`src/rtl/majadd_pkg.sv`:
```
package majadd_pkg;

    localparam int PHASES = 9;
    localparam int HOLD   = 4;
    localparam int WIDTH  = 8;
    localparam int PH_W   = $clog2(PHASES);
    localparam int KW     = PH_W + 1;
    localparam int RES_W  = WIDTH + 1;

    typedef struct packed {
        logic [PH_W-1:0] phase;
        logic            busy;
        logic            done;
    } seq_state_t;

    function automatic logic maj3(input logic x, input logic y, input logic z);
        return (x & y) | (x & z) | (y & z);
    endfunction

    function automatic logic maj5(input logic [4:0] v);
        logic [2:0] n;
        n = 3'(v[0]) + 3'(v[1]) + 3'(v[2]) + 3'(v[3]) + 3'(v[4]);
        return n >= 3'd3;
    endfunction

endpackage

```
`src/rtl/majadd_phase_seq.sv`:
```
module majadd_phase_seq
    import majadd_pkg::*;
(
    input  logic              clk_i,
    input  logic              rst_ni,
    input  logic              start_i,
    output logic [PHASES-1:0] vote_o,
    output logic [PHASES-1:0] clear_o,
    output logic [PHASES-1:0] vis_o,
    output logic              valid_o
);

    seq_state_t cur_q, nx_d;
    logic       adv;

    always_comb begin
        nx_d = cur_q;
        adv  = (cur_q.phase != '0) || start_i || cur_q.busy;
        if (adv) begin
            nx_d.phase = (cur_q.phase == PH_W'(PHASES - 1)) ? '0 : cur_q.phase + PH_W'(1);
        end
        if ((cur_q.phase == '0) && adv) begin
            nx_d.busy = start_i;
            nx_d.done = cur_q.busy;
        end else if (cur_q.phase == PH_W'(1)) begin
            nx_d.done = 1'b0;
        end
    end

    always_ff @(posedge clk_i or negedge rst_ni) begin
        if (!rst_ni) cur_q <= '0;
        else         cur_q <= nx_d;
    end

    // per-group state decode: k is the phase offset of the group
    for (genvar g = 0; g < PHASES; g++) begin : gen_grp
        logic [KW-1:0]   sum_w;
        logic [PH_W-1:0] k;
        assign sum_w      = {1'b0, cur_q.phase} + KW'(PHASES - g);
        assign k          = (sum_w >= KW'(PHASES)) ? PH_W'(sum_w - KW'(PHASES)) : PH_W'(sum_w);
        assign vote_o[g]  = adv && (k == '0);
        assign clear_o[g] = adv && (k == PH_W'(HOLD));
        assign vis_o[g]   = (k != '0) && (k <= PH_W'(HOLD));
    end

    assign valid_o = cur_q.done;

    // an idle sequencer without a start stays at phase 0
    p_idle_wait_r2: assert property (@(posedge clk_i) disable iff (!rst_ni)
        (cur_q.phase == '0 && !start_i && !cur_q.busy) |=> (cur_q.phase == '0));

    // the valid flag only appears in the readout phase
    p_valid_phase_r4: assert property (@(posedge clk_i) disable iff (!rst_ni)
        valid_o |-> (cur_q.phase == PH_W'(1)));

    // the valid flag lasts a single cycle
    p_valid_pulse_r4: assert property (@(posedge clk_i) disable iff (!rst_ni)
        valid_o |=> !valid_o);

endmodule

```
`src/rtl/majadd_cell.sv`:
```
module majadd_cell #(
    parameter int W = 1
) (
    input  logic         clk_i,
    input  logic         rst_ni,
    input  logic         vote_i,
    input  logic         clear_i,
    input  logic         vis_i,
    input  logic [W-1:0] val_i,
    output logic [W-1:0] q_o
);

    logic [W-1:0] q_d, q_q;

    always_comb begin
        q_d = q_q;
        if (vote_i)       q_d = val_i;
        else if (clear_i) q_d = '0;
    end

    always_ff @(posedge clk_i or negedge rst_ni) begin
        if (!rst_ni) q_q <= '0;
        else         q_q <= q_d;
    end

    assign q_o = q_q;

    // a forgotten cell casts no vote
    p_forgot_zero_r8: assert property (@(posedge clk_i) disable iff (!rst_ni)
        !vis_i |-> (q_q == '0));

    // a held value does not move inside its window
    p_hold_steady_r8: assert property (@(posedge clk_i) disable iff (!rst_ni)
        (vis_i && $past(vis_i)) |-> $stable(q_q));

endmodule

```
`src/rtl/majadd_top.sv`:
```
module majadd_top
    import majadd_pkg::*;
(
    input  logic             clk_i,
    input  logic             rst_ni,
    input  logic             start_i,
    input  logic [WIDTH-1:0] a_i,
    input  logic [WIDTH-1:0] b_i,
    output logic [RES_W-1:0] sum_o,
    output logic             sum_valid_o
);

    // first operand bit whose sum vote falls after the capture window
    localparam int OPL        = HOLD - 1;
    localparam int OPN        = WIDTH - OPL;
    localparam int OP_ST_GRP  = HOLD;
    localparam int SUM_ST_N   = WIDTH - HOLD;
    localparam int SUM_ST_GRP = WIDTH - 2;

    logic [PHASES-1:0] vote, clear, vis;

    majadd_phase_seq u_seq (
        .clk_i   (clk_i),
        .rst_ni  (rst_ni),
        .start_i (start_i),
        .vote_o  (vote),
        .clear_o (clear),
        .vis_o   (vis),
        .valid_o (sum_valid_o)
    );

    // operand capture in group 0; a lap without start votes zeros
    logic [2*WIDTH-1:0] op_val, op_q;
    logic [WIDTH-1:0]   op_a, op_b;
    assign op_val = start_i ? {b_i, a_i} : '0;

    majadd_cell #(.W(2*WIDTH)) u_op (
        .clk_i (clk_i), .rst_ni (rst_ni),
        .vote_i (vote[0]), .clear_i (clear[0]), .vis_i (vis[0]),
        .val_i (op_val), .q_o (op_q)
    );
    assign op_a = op_q[WIDTH-1:0];
    assign op_b = op_q[2*WIDTH-1:WIDTH];

    // stretch of the upper operand bits
    logic [2*OPN-1:0] late_q;
    logic [OPN-1:0]   late_a, late_b;

    majadd_cell #(.W(2*OPN)) u_op_late (
        .clk_i (clk_i), .rst_ni (rst_ni),
        .vote_i (vote[OP_ST_GRP]), .clear_i (clear[OP_ST_GRP]), .vis_i (vis[OP_ST_GRP]),
        .val_i ({op_b[WIDTH-1:OPL], op_a[WIDTH-1:OPL]}), .q_o (late_q)
    );
    assign late_a = late_q[OPN-1:0];
    assign late_b = late_q[2*OPN-1:OPN];

    logic [WIDTH-1:0] c_q;
    logic [WIDTH-1:0] s_q;

    for (genvar i = 0; i < WIDTH; i++) begin : gen_slice
        localparam int GC = (i + 1) % PHASES;
        localparam int GS = (i + 2) % PHASES;
        logic a_c, b_c, c_in;

        if (i < HOLD) begin : g_c_early
            assign a_c = op_a[i];
            assign b_c = op_b[i];
        end else begin : g_c_late
            assign a_c = late_a[i-OPL];
            assign b_c = late_b[i-OPL];
        end

        if (i == 0) begin : g_cin0
            assign c_in = 1'b0;
        end else begin : g_cin
            assign c_in = c_q[i-1];
        end

        majadd_cell #(.W(1)) u_carry (
            .clk_i (clk_i), .rst_ni (rst_ni),
            .vote_i (vote[GC]), .clear_i (clear[GC]), .vis_i (vis[GC]),
            .val_i (maj3(a_c, b_c, c_in)), .q_o (c_q[i])
        );

        if (i < WIDTH - 1) begin : g_sum5
            logic a_s, b_s;
            if (i < OPL) begin : g_s_early
                assign a_s = op_a[i];
                assign b_s = op_b[i];
            end else begin : g_s_late
                assign a_s = late_a[i-OPL];
                assign b_s = late_b[i-OPL];
            end
            majadd_cell #(.W(1)) u_sum (
                .clk_i (clk_i), .rst_ni (rst_ni),
                .vote_i (vote[GS]), .clear_i (clear[GS]), .vis_i (vis[GS]),
                .val_i (maj5({a_s, b_s, c_in, ~c_q[i], ~c_q[i]})), .q_o (s_q[i])
            );
        end else begin : g_sum_top
            // two three-input votes: no operand needed after the carry vote
            logic u_q;
            majadd_cell #(.W(1)) u_aux (
                .clk_i (clk_i), .rst_ni (rst_ni),
                .vote_i (vote[GC]), .clear_i (clear[GC]), .vis_i (vis[GC]),
                .val_i (maj3(a_c, b_c, ~c_in)), .q_o (u_q)
            );
            majadd_cell #(.W(1)) u_sum (
                .clk_i (clk_i), .rst_ni (rst_ni),
                .vote_i (vote[GS]), .clear_i (clear[GS]), .vis_i (vis[GS]),
                .val_i (maj3(u_q, ~c_q[i], c_in)), .q_o (s_q[i])
            );
        end
    end

    // stretch of the early sum bits into the readout window
    logic [SUM_ST_N-1:0] s_st_q;

    majadd_cell #(.W(SUM_ST_N)) u_sum_late (
        .clk_i (clk_i), .rst_ni (rst_ni),
        .vote_i (vote[SUM_ST_GRP]), .clear_i (clear[SUM_ST_GRP]), .vis_i (vis[SUM_ST_GRP]),
        .val_i (s_q[SUM_ST_N-1:0]), .q_o (s_st_q)
    );

    assign sum_o = {c_q[WIDTH-1], s_q[WIDTH-1:SUM_ST_N], s_st_q};

endmodule

```
`config.mk`:
```
export PLATFORM = sky130hd
export DESIGN_NAME = majadd_top
export DESIGN_NICKNAME = d
export VERILOG_FILES = /design/src/rtl/majadd_pkg.sv /design/src/rtl/majadd_phase_seq.sv /design/src/rtl/majadd_cell.sv /design/src/rtl/majadd_top.sv
export SDC_FILE = /design/constraint.sdc
export NUM_CORES = 1
export LEC_CHECK = 0
export ABC_CLOCK_PERIOD_IN_PS = 2900
export BUFFER_PORTS_ARGS = -buffer_cell sky130_fd_sc_hd__buf_2
export CAP_MARGIN = 20
export CORE_ASPECT_RATIO = 1.5
export CORE_UTILIZATION = 50
export CTS_CLUSTER_DIAMETER = 40
export CTS_CLUSTER_SIZE = 8
export DETAILED_ROUTE_END_ITERATION = 8
export PLACE_DENSITY = 0.71
export SLEW_MARGIN = 20
export SYNTH_ARGS = -nofsm -noshare
export SYNTH_HDL_FRONTEND = slang
export SYNTH_SLANG_ARGS = --single-unit
```
`constraint.sdc`:
```
create_clock -name clk_i -period 2.9 [get_ports clk_i]
set_clock_uncertainty 0.2 [all_clocks]
set_input_delay 0.145 -clock clk_i [delete_from_list [all_inputs] [get_ports clk_i]]
set_output_delay 0.145 -clock clk_i [all_outputs]
set_load 0.02 [all_outputs]
```
==> out/results.ini, run 1 <==
[grt]
grt_pass1_wl_um = 14600
grt-ovfl-total = 0
grt_max_degree = 29
grt_use_total = 0.252
antenna_found_initial = 0
grt_pass1_vias = 2951

[synth]
synth_edf_count = 0
muxShareOfSynthArea = 0.0378
syn_area_mm2 = 0.00361
seq_area_frac_synth = 0.368
yosys_warnings = 0
async_flop_share = 1.00
yosys-top-cells-area = dfrtp_1 37%, ha_1 10%, a22o_1 5.3%, fa_1 3.3%, a21o_1 3.1%
syn-num-nets = 413
synth_compound_area_frac = 0.236
yosys.area_share.adder = 0.143
synth.avg_cell_area_um2 = 10.1
synth_cells = 358
synth_xor_area_frac = 0.0219
synth_cell_types = 69
synth_common_cells = 53 x dfrtp_1, 30 x ha_1, 25 x nand2_1, 22 x a22o_1, 19 x a21oi_1
synth_top_area_cell = dfrtp_1
synth.most_common_cell = dfrtp_1
yosys_register_bits = 53
synth_top_area_share = 0.368
synthFlopType = dfrtp_1
synthSimpleGateAreaFrac = 0.138
synth_top_family_by_area = compound AO/OA/AOI/OAI gates

[drt]
via_per_inst = 5.97
drc = 1
drt_first_pass_iters = 6
antenna_left = 0
wl_per_cell_um = 17.9
vias = 2891
drt_wl_total_um = 8650
drt-initial-drc-count = 236

[power_and_ir_drop]
power_frac_comb = 0.670
vdd_drop_max_mv = 0.601
p_total_mw = 4.49
power_density_mw_per_mm2 = 1080
p_int_mw = 2.30
p_leak_nw = 2.03
p_switching_mw = 2.19
switching_share = 0.487
power_frac_clock = 0.094
seqPwrFrac = 0.237

[die]
start_util = 0.523
ioPinCount = 29
die_h_um = 106
die_area_mm2 = 0.00756
core_area_mm2 = 0.00690
rows = 37
die_w_um = 71.4

[critical_path]
slowest_stage = ha_1
worstSetupPathType = flip-flop to flip-flop
reg2reg_from = u_seq.cur_q[4]$_DFFE_PN0P_
critPathMaxFanout = 22
reg2reg_slack_ns = 0.13
arrival_ns = 2.77
crit_path_end_kind = flip-flop
reg2reg_to = u_sum_late.q_o[1]$_DFFE_PN0P_
r2r_cells = 7
crit_path_cell_trace = buf_12, ha_1, xor2_1, and3_1, o21ai_2, and4bb_2, a22o_1
critPathLaunchType = flip-flop
critPathRequiredTime_ns = 2.91
max_stage_delay_ns = 0.48

[clock_tree]
cts_buffer_depth = 2
htreeDepth = 2
clkLatencyLatePin_ns = 0.32
cts_inserted_buffers = 5
clock-sinks = 53
clockRootBuffer = clkbuf_8
cts.clk_slew.worst_paths_ns = 0.10
cts_tree = yes

[cells_and_area]
antennaDiodeCount = 0
multiInputGateArea_mm2 = 0.00209
instances_no_fill = 484
areaGrowthSynthToFinish_pct = 14.8
drive_above_1_share = 0.167
regArea_mm2 = 0.00133
final_nets = 460
nFillCells = 575

[place]
io_buffers = 28
place_inst = 458
place.gp.congestion = 0.957
dpl.hpwl_um = 6320

[sta]
post-route-period-util = 0.954
drv_slew = 0
tightest_slew_ns = 0.670
rsz0062_at_grt = no
fmax_mhz = 361
slew-limit-headroom = 0.552
post-route-min-period_ns = 2.77
final.setup.tns_ns = 0
finalHoldViolCount = 0
finalSetupViolCount = 0

[outcome]
status = finished with violations
violations = DRC

[flow_run]
maxCapViolCount = 0

[worst_hold_path]
hold_class = input pin to async pin

==> worst max path at each step <==
stage | start | to | slack, ns | depth (start not counted)
after floorplan | u_seq.cur_q[3]$_DFFE_PN0P_ | gen_slice[1].g_sum5.u_sum.q_o$_DFFE_PN0P_ | 0.15 | 7
after global placement | u_seq.cur_q[4]$_DFFE_PN0P_ | u_op.q_o[1]$_DFFE_PN0P_ | 0.14 | 7
after detailed placement | u_seq.cur_q[4]$_DFFE_PN0P_ | u_op.q_o[1]$_DFFE_PN0P_ | 0.12 | 7
after CTS | u_seq.cur_q[4]$_DFFE_PN0P_ | u_op.q_o[1]$_DFFE_PN0P_ | 0.07 | 7
after global routing | u_seq.cur_q[2]$_DFFE_PN0P_ | u_op_late.q_o[6]$_DFFE_PN0P_ | 0.04 | 7
final | u_seq.cur_q[4]$_DFFE_PN0P_ | u_sum_late.q_o[1]$_DFFE_PN0P_ | 0.13 | 7
==> cell type report <==
| type | instances | share of cell area |
|---|---|---|
| inverter | 19 | 0.0172 |
| sequential | 53 | 0.320 |
| tap | 78 | 0.0236 |
| clock buffer | 5 | 0.0166 |
| timing repair buffer | 63 | 0.114 |
| clock inverter | 3 | 0.00423 |
| multi-input combinational | 263 | 0.504 |
==> critical path: cells and delay by family (launching register included) <==
kind                     cells  cell delay [ns]
AO/OA/AOI/OAI                2             0.55
adder cells (fa/ha/maj)      1             0.48
XOR/XNOR                     1             0.22
AND/OR/NAND/NOR              2             0.59
flip-flops                   1             0.42
buffers and inverters        1             0.18
==> flip-flops by register name, summed over array words and instances, names as in the netlist <==
register                       flops
u_op.q_o                          16
u_op_late.q_o                     10
gen_slice.u_carry.q_o              8
gen_slice.g_sum5.u_sum.q_o         7
u_seq.cur_q                        5
u_sum_late.q_o                     4
gen_slice.g_sum_top.u_aux.q_o      1
gen_slice.g_sum_top.u_sum.q_o      1
u_seq.valid_o                      1
==> cell families after synthesis <==
kind of cell / count (synthesis)
flip-flops: 53
XOR/XNOR: 9
multiplexers: 13
buffers and inverters: 42
adder cells (fa/ha/maj): 38
AO/OA/AOI/OAI: 117
AND/OR/NAND/NOR: 86
==> timing repair <==
item / CTS / global route
hold buffers: 18 / 0
gates resized for setup: 0 / 3
setup buffers: 0 / 0
hold endpoints to repair: 42 / 0
endpoints found under the setup margin: 0 / 20
==> cells in the final DEF (no fill, tap or decap), types with 5 or more instances in the layout <==
cell / n
ha_1: 30
nand3_1: 5
o21ai_1: 5
a21oi_1: 19
a21o_1: 15
nor2_1: 10
fa_1: 6
and4_1: 11
xnor2_1: 7
nand2b_1: 8
inv_1: 17
mux2i_1: 8
buf_2: 28
clkbuf_8: 5
o21ai_0: 17
a22o_1: 22
dfrtp_1: 53
buf_4: 15
nand2_1: 25
dlygate4sd3_1: 18
==> metal layers <==
layer  wire length (um)  share of wire  up-vias  track usage
li1                   -              -     1409            -
met1               3730           0.43     1398        0.315
met2               4330           0.50       69        0.427
met3                298          0.034       15       0.0341
met4                282          0.033        0        0.116
met5                  0              0        -            0
==> power by group through the flow <==
stage,combinational [mW],sequential [mW],clock [mW]
2_1_floorplan,2.12,1.11,0
4_1_cts,2.97,1.06,0.430
3_3_place_gp,2.90,1.07,0
5_1_grt,3.32,1.09,0.456
6_report,3.00,1.06,0.420
3_5_place_dp,2.94,1.08,0
==> through the flow <==
stage / worst slack (ns) / utilization / hold slack (ns) / instance area [um2]
2_1_floorplan: 0.147 / - / -0.351 / 3610
3_3_place_gp: 0.141 / 0.561 / -0.0237 / 3870
3_5_place_dp: 0.123 / 0.561 / -0.0131 / 3870
4_1_cts: 0.0749 / 0.599 / 0.167 / 4130
5_1_grt: 0.0419 / 0.600 / 0.211 / 4140
6_report: 0.132 / 0.600 / 0.160 / 4140
No activity file was read; power rests on OpenSTA's default activity.
==> run 2, diff against run 1 <==
SYNTH_HIERARCHICAL = 1   (was not set)
==> run 2 against run 1 <==
Compared with the run above: the run now ends clean; clock power about the same; sequential cell count unchanged; synthesized cell count grew 9.2%; critical path depth grew 3; register-to-register slack gained 0.07 ns; die area is 7.0% higher; routed wire length increased by 1.8%; sequential power is 5% higher; maximum frequency is 2.6% higher; power increased by 16%.
==> out/results.ini, run 2 <==
[sta]
drv_slew = 0
fmax_mhz = 371
final.setup.tns_ns = 0
rsz0062_at_grt = no
finalHoldViolCount = 0
slew-limit-headroom = 0.707
tightest_slew_ns = 0.440
finalSetupViolCount = 0
post-route-period-util = 0.930
post-route-min-period_ns = 2.70

[synth]
synth_cells = 391
synth.avg_cell_area_um2 = 9.88
syn_area_mm2 = 0.00386
yosys_warnings = 6
syn-num-nets = 451

[die]
start_util = 0.524
die_area_mm2 = 0.00809
ioPinCount = 29
die_h_um = 110
die_w_um = 73.8
core_area_mm2 = 0.00737
rows = 38

[drt]
dr_wl_met3_um = 124
highest_layer = met4
drt_first_pass_iters = 4
drc = 0
dr_wl_met2_um = 4630
drt-initial-drc-count = 104
drt_wl_total_um = 8800
wl_met1_um = 3840
vias = 3050
via_per_inst = 5.52
wl_per_cell_um = 15.9
antenna_left = 0

[critical_path]
critPathRequiredTime_ns = 2.91
crit_path_end_kind = flip-flop
worstSetupPathType = flip-flop to flip-flop
critPathMaxFanout = 11
critPathLaunchType = flip-flop
crit_path_start = u_seq/cur_q[3]$_DFFE_PN0P_
arrival_ns = 2.70
reg2reg_from = u_seq/cur_q[3]$_DFFE_PN0P_

[cells_and_area]
most-common-layout-cells = 53 x dfrtp_1, 44 x a22o_1, 35 x ha_1, 34 x nor2_1, 30 x nand2_1
final_common_cell = dfrtp_1
largest_reg_flops = 16
areaGrowthSynthToFinish_pct = 16.0
nFillCells = 636
antennaDiodeCount = 0
final_nets = 512
drive_above_1_share = 0.221
fin_util = 0.608
fin_area_mm2 = 0.00448

[flow_run]
maxCapViolCount = 0

[place]
dpl.hpwl_um = 6750
place.gp.congestion = 0.876
place_area_mm2 = 0.00421
io_buffers = 28

[clock_tree]
cts.clk_slew.worst_paths_ns = 0.10
clockRootBuffer = clkbuf_8
htreeDepth = 2
clkLatencyLatePin_ns = 0.31
cts_buffer_depth = 2
cts_inserted_buffers = 5
clock-sinks = 53
cts_tree = yes

[grt]
grt_max_degree = 36
antenna_found_initial = 0
grt_pass1_vias = 3136
grt_pass1_wl_um = 15000
grt_use_total = 0.242
grt-ovfl-total = 0

[outcome]
status = finished clean

[power_and_ir_drop]
vdd_drop_max_mv = 0.752
p_leak_nw = 2.09
power_density_mw_per_mm2 = 1160
p_total_mw = 5.19

[worst_hold_path]
hold_class = input pin to async pin

-- run 2: report_power, final --
part	switching, mW	leakage, nW	internal [mW]
sequential	0.175	0.713	0.940
combinational	2.08	1.34	1.57
clock	0.248	0.0374	0.171
total	2.51	2.09	2.68
-- run 2: routing by layer --
| metal | up-vias | track usage |
|---|---|---|
| li1 | 1504 | - |
| met1 | 1490 | 0.298 |
| met2 | 41 | 0.432 |
| met3 | 15 | 0.0247 |
| met4 | 0 | 0.0879 |
| met5 | - | 0 |
-- run 2: final cells by class --
class                      instances  area, um2  area share
multi-input combinational        298       2320       0.518
timing repair buffer              75        548       0.122
tap                              100        125      0.0279
inverter                          19       73.8      0.0165
clock buffer                       6       72.6      0.0162
sequential                        53       1330       0.296
clock inverter                     2       15.0     0.00335
-- run 2: critical path: stages (launching register included) --
cell and delay, ns:
dfrtp_1 0.40, inv_2 0.18, ha_1 0.41, buf_4 0.18, inv_1 0.04, a21oi_1 0.27
a31oi_1 0.12, or3_1 0.33, nor2_1 0.21, nor2_1 0.07, a22o_1 0.18
-- run 2: per-stage QoR --
stage / hold WS (ns) / setup slack, ns / cells
floorplan: -0.351 / 0.0226 / 391
global placement: -0.0903 / 0.290 / 528
detailed placement: -0.0890 / 0.234 / 528
CTS: 0.0936 / 0.223 / 553
global route: 0.138 / 0.00428 / 553
finish: 0.0913 / 0.202 / 553
-- run 2: timing repair --
| item | CTS | global route |
|---|---|---|
| gates resized for setup | 0 | 2 |
| hold buffers | 17 | 0 |
| hold endpoints to repair | 34 | 0 |
| buffers inserted | 0 | 0 |
| endpoints found under the setup margin | 0 | 4 |
-- run 2: final timing paths --
path | end | slack (ns) | depth (start not counted)
setup / recovery | gen_slice[0].g_sum5.u_sum/q_o$_DFFE_PN0P_ | 0.20 | 10
hold / removal | gen_slice[7].g_sum_top.u_sum/q_o$_DFFE_PN0P_ | 0.09 | 2
setup reg to reg | gen_slice[0].g_sum5.u_sum/q_o$_DFFE_PN0P_ | 0.20 | 10
hold reg to reg | gen_slice[5].g_sum5.u_sum/q_o$_DFFE_PN0P_ | 0.30 | 1
max in group asynchronous | u_op/q_o[1]$_DFFE_PN0P_ | 1.60 | 3
min in group clk_i | u_seq/cur_q[1]$_DFFE_PN0P_ | 0.14 | 2
==> run 3, diff against run 2 <==
CORE_MARGIN = 4   (was not set)
==> run 3 against run 2 <==
Compared with the run above: first-iteration DRC count grew 19%; register-to-register slack lost 0.05 ns; cell count shrank 2.7%.
==> out/results.ini, run 3 (synthesized netlist as in run 2, its figures left out) <==
[outcome]
status = finished clean

[drt]
drt-initial-drc-count = 124
via_per_inst = 5.69
vias = 3061
antenna_left = 0
wl_per_cell_um = 16.9
drt_wl_total_um = 9100
drc = 0
drt_first_pass_iters = 4

[critical_path]
arrival_ns = 2.73
critPathLaunchType = flip-flop
critPathMaxFanout = 9
worstSetupPathType = flip-flop to flip-flop
reg2reg_slack_ns = 0.15
critPathRequiredTime_ns = 2.88
reg2reg_from = u_seq/cur_q[4]$_DFFE_PN0P_
crit_buf_inv = 2
crit_path_cell_trace = buf_4, ha_1, a21oi_4, xnor2_4, a21oi_2, a2bb2oi_2, or3_1, a21boi_1, buf_4, nor2_2, a22o_1
critPathMostFrequentCell = buf_4
reg2reg_to = u_sum_late/q_o[2]$_DFFE_PN0P_
max_stage_delay_ns = 0.45
crit_family = compound AO/OA/AOI/OAI gates
crit_path_end_kind = flip-flop
r2r_cells = 11
slowest_stage = dfrtp_1

[clock_tree]
htreeDepth = 2
clock-sinks = 53
postCtsSetupBuffers = 0
clkLatencyLatePin_ns = 0.29
clockRootBuffer = clkbuf_16
cts_tree = yes
cts_inserted_buffers = 5
cts.clk_slew.worst_paths_ns = 0.07
cts_buffer_depth = 2

[power_and_ir_drop]
p_total_mw = 5.30
p_leak_nw = 2.06
power_density_mw_per_mm2 = 1210
vdd_drop_max_mv = 0.626

[die]
ioPinCount = 29
core_area_mm2 = 0.00756
die_w_um = 79.8
die_area_mm2 = 0.00923
start_util = 0.511
die_h_um = 116
rows = 39

[grt]
grt_use_total = 0.216
antenna_found_initial = 0
grt_max_degree = 54
grt_pass1_wl_um = 15700
grt-ovfl-total = 0
grt_pass1_vias = 3246

[cells_and_area]
areaGrowthSynthToFinish_pct = 13.5
fin_area_mm2 = 0.00439
largest_reg_flops = 16
drive_above_1_share = 0.220
most-common-layout-cells = 53 x dfrtp_1, 44 x a22o_1, 34 x ha_1, 34 x nor2_1, 30 x nand2_1
final_nets = 495
final_common_cell = dfrtp_1
nFillCells = 655
antennaDiodeCount = 0

[sta]
slew-limit-headroom = 0.546
finalHoldViolCount = 0
rsz0062_at_grt = no
post-route-min-period_ns = 2.75
tightest_slew_ns = 0.681
finalSetupViolCount = 0
drv_slew = 0
final.setup.tns_ns = 0
post-route-period-util = 0.948
fmax_mhz = 364

[worst_hold_path]
hold_class = input pin to flip-flop
hold_depth = 3
min_to = u_op/q_o[12]$_DFFE_PN0P_
worstHoldStart = b_i[4]

[place]
place.gp.congestion = 0.930
place_area_mm2 = 0.00417
io_buffers = 28
dpl.hpwl_um = 7020

[flow_run]
maxCapViolCount = 0

-- run 3: layout make-up --
cell class | instances | area (um2) | share of cell area
multi-input combinational | 298 | 2320 | 0.528
clock inverter | 2 | 38.8 | 0.00884
timing repair buffer | 58 | 375 | 0.0855
clock buffer | 6 | 129 | 0.0294
inverter | 19 | 73.8 | 0.0168
sequential | 53 | 1330 | 0.302
tap | 102 | 128 | 0.0291
-- run 3: worst max path at each step --
stage | start | to | cells past startpoint
global placement | u_seq/cur_q[4]$_DFFE_PN0P_ | gen_slice[6].g_sum5.u_sum/q_o$_DFFE_PN0P_ | 10
floorplan | u_seq/cur_q[2]$_DFFE_PN0P_ | u_op/q_o[10]$_DFFE_PN0P_ | 13
global route | u_seq/cur_q[4]$_DFFE_PN0P_ | gen_slice[2].u_carry/q_o$_DFFE_PN0P_ | 11
CTS | u_seq/cur_q[4]$_DFFE_PN0P_ | gen_slice[7].u_carry/q_o$_DFFE_PN0P_ | 10
detailed placement | u_seq/cur_q[3]$_DFFE_PN0P_ | u_op_late/q_o[4]$_DFFE_PN0P_ | 7
finish | u_seq/cur_q[4]$_DFFE_PN0P_ | u_sum_late/q_o[2]$_DFFE_PN0P_ | 11
-- run 3: metal layers --
layer / GRT usage / up-vias / wire (um)
li1: - / 1475 / -
met1: 0.240 / 1487 / 3560
met2: 0.397 / 67 / 4850
met3: 0.0334 / 32 / 290
met4: 0.107 / 0 / 399
met5: 0 / - / 0
-- run 3: stage by stage --
stage / std cells / setup slack (ns) / hold WS (ns) / util
detailed placement: 526 / 0.168 / 0.110 / 0.552
finish: 538 / 0.151 / 0.00807 / 0.580
CTS: 538 / 0.133 / 0.00733 / 0.579
global placement: 526 / 0.206 / 0.106 / 0.552
floorplan: 391 / 0.0226 / -0.351 / -
global route: 538 / 0.00768 / 0.0177 / 0.580
-- run 3: report_power, final --
group / internal, mW / leakage (nW) / switching, mW
clock network: 0.410 / 0.0810 / 0.270
logic: 1.46 / 1.26 / 2.06
registers: 0.931 / 0.713 / 0.170
total: 2.81 / 2.06 / 2.50
-- run 3: timing repair --
action / CTS / global route
endpoints found under the setup margin: 0 / 4
hold buffers: 4 / 0
gates resized for setup: 0 / 2
endpoints found under the hold margin: 56 / 0
-- run 3: tightest hold or removal path, delay by kind of cell --
family	cells	cell delay (ns)
buffers and inverters	1	0.07
AND/OR/NAND/NOR	1	0.12
AO/OA/AOI/OAI	1	0.13
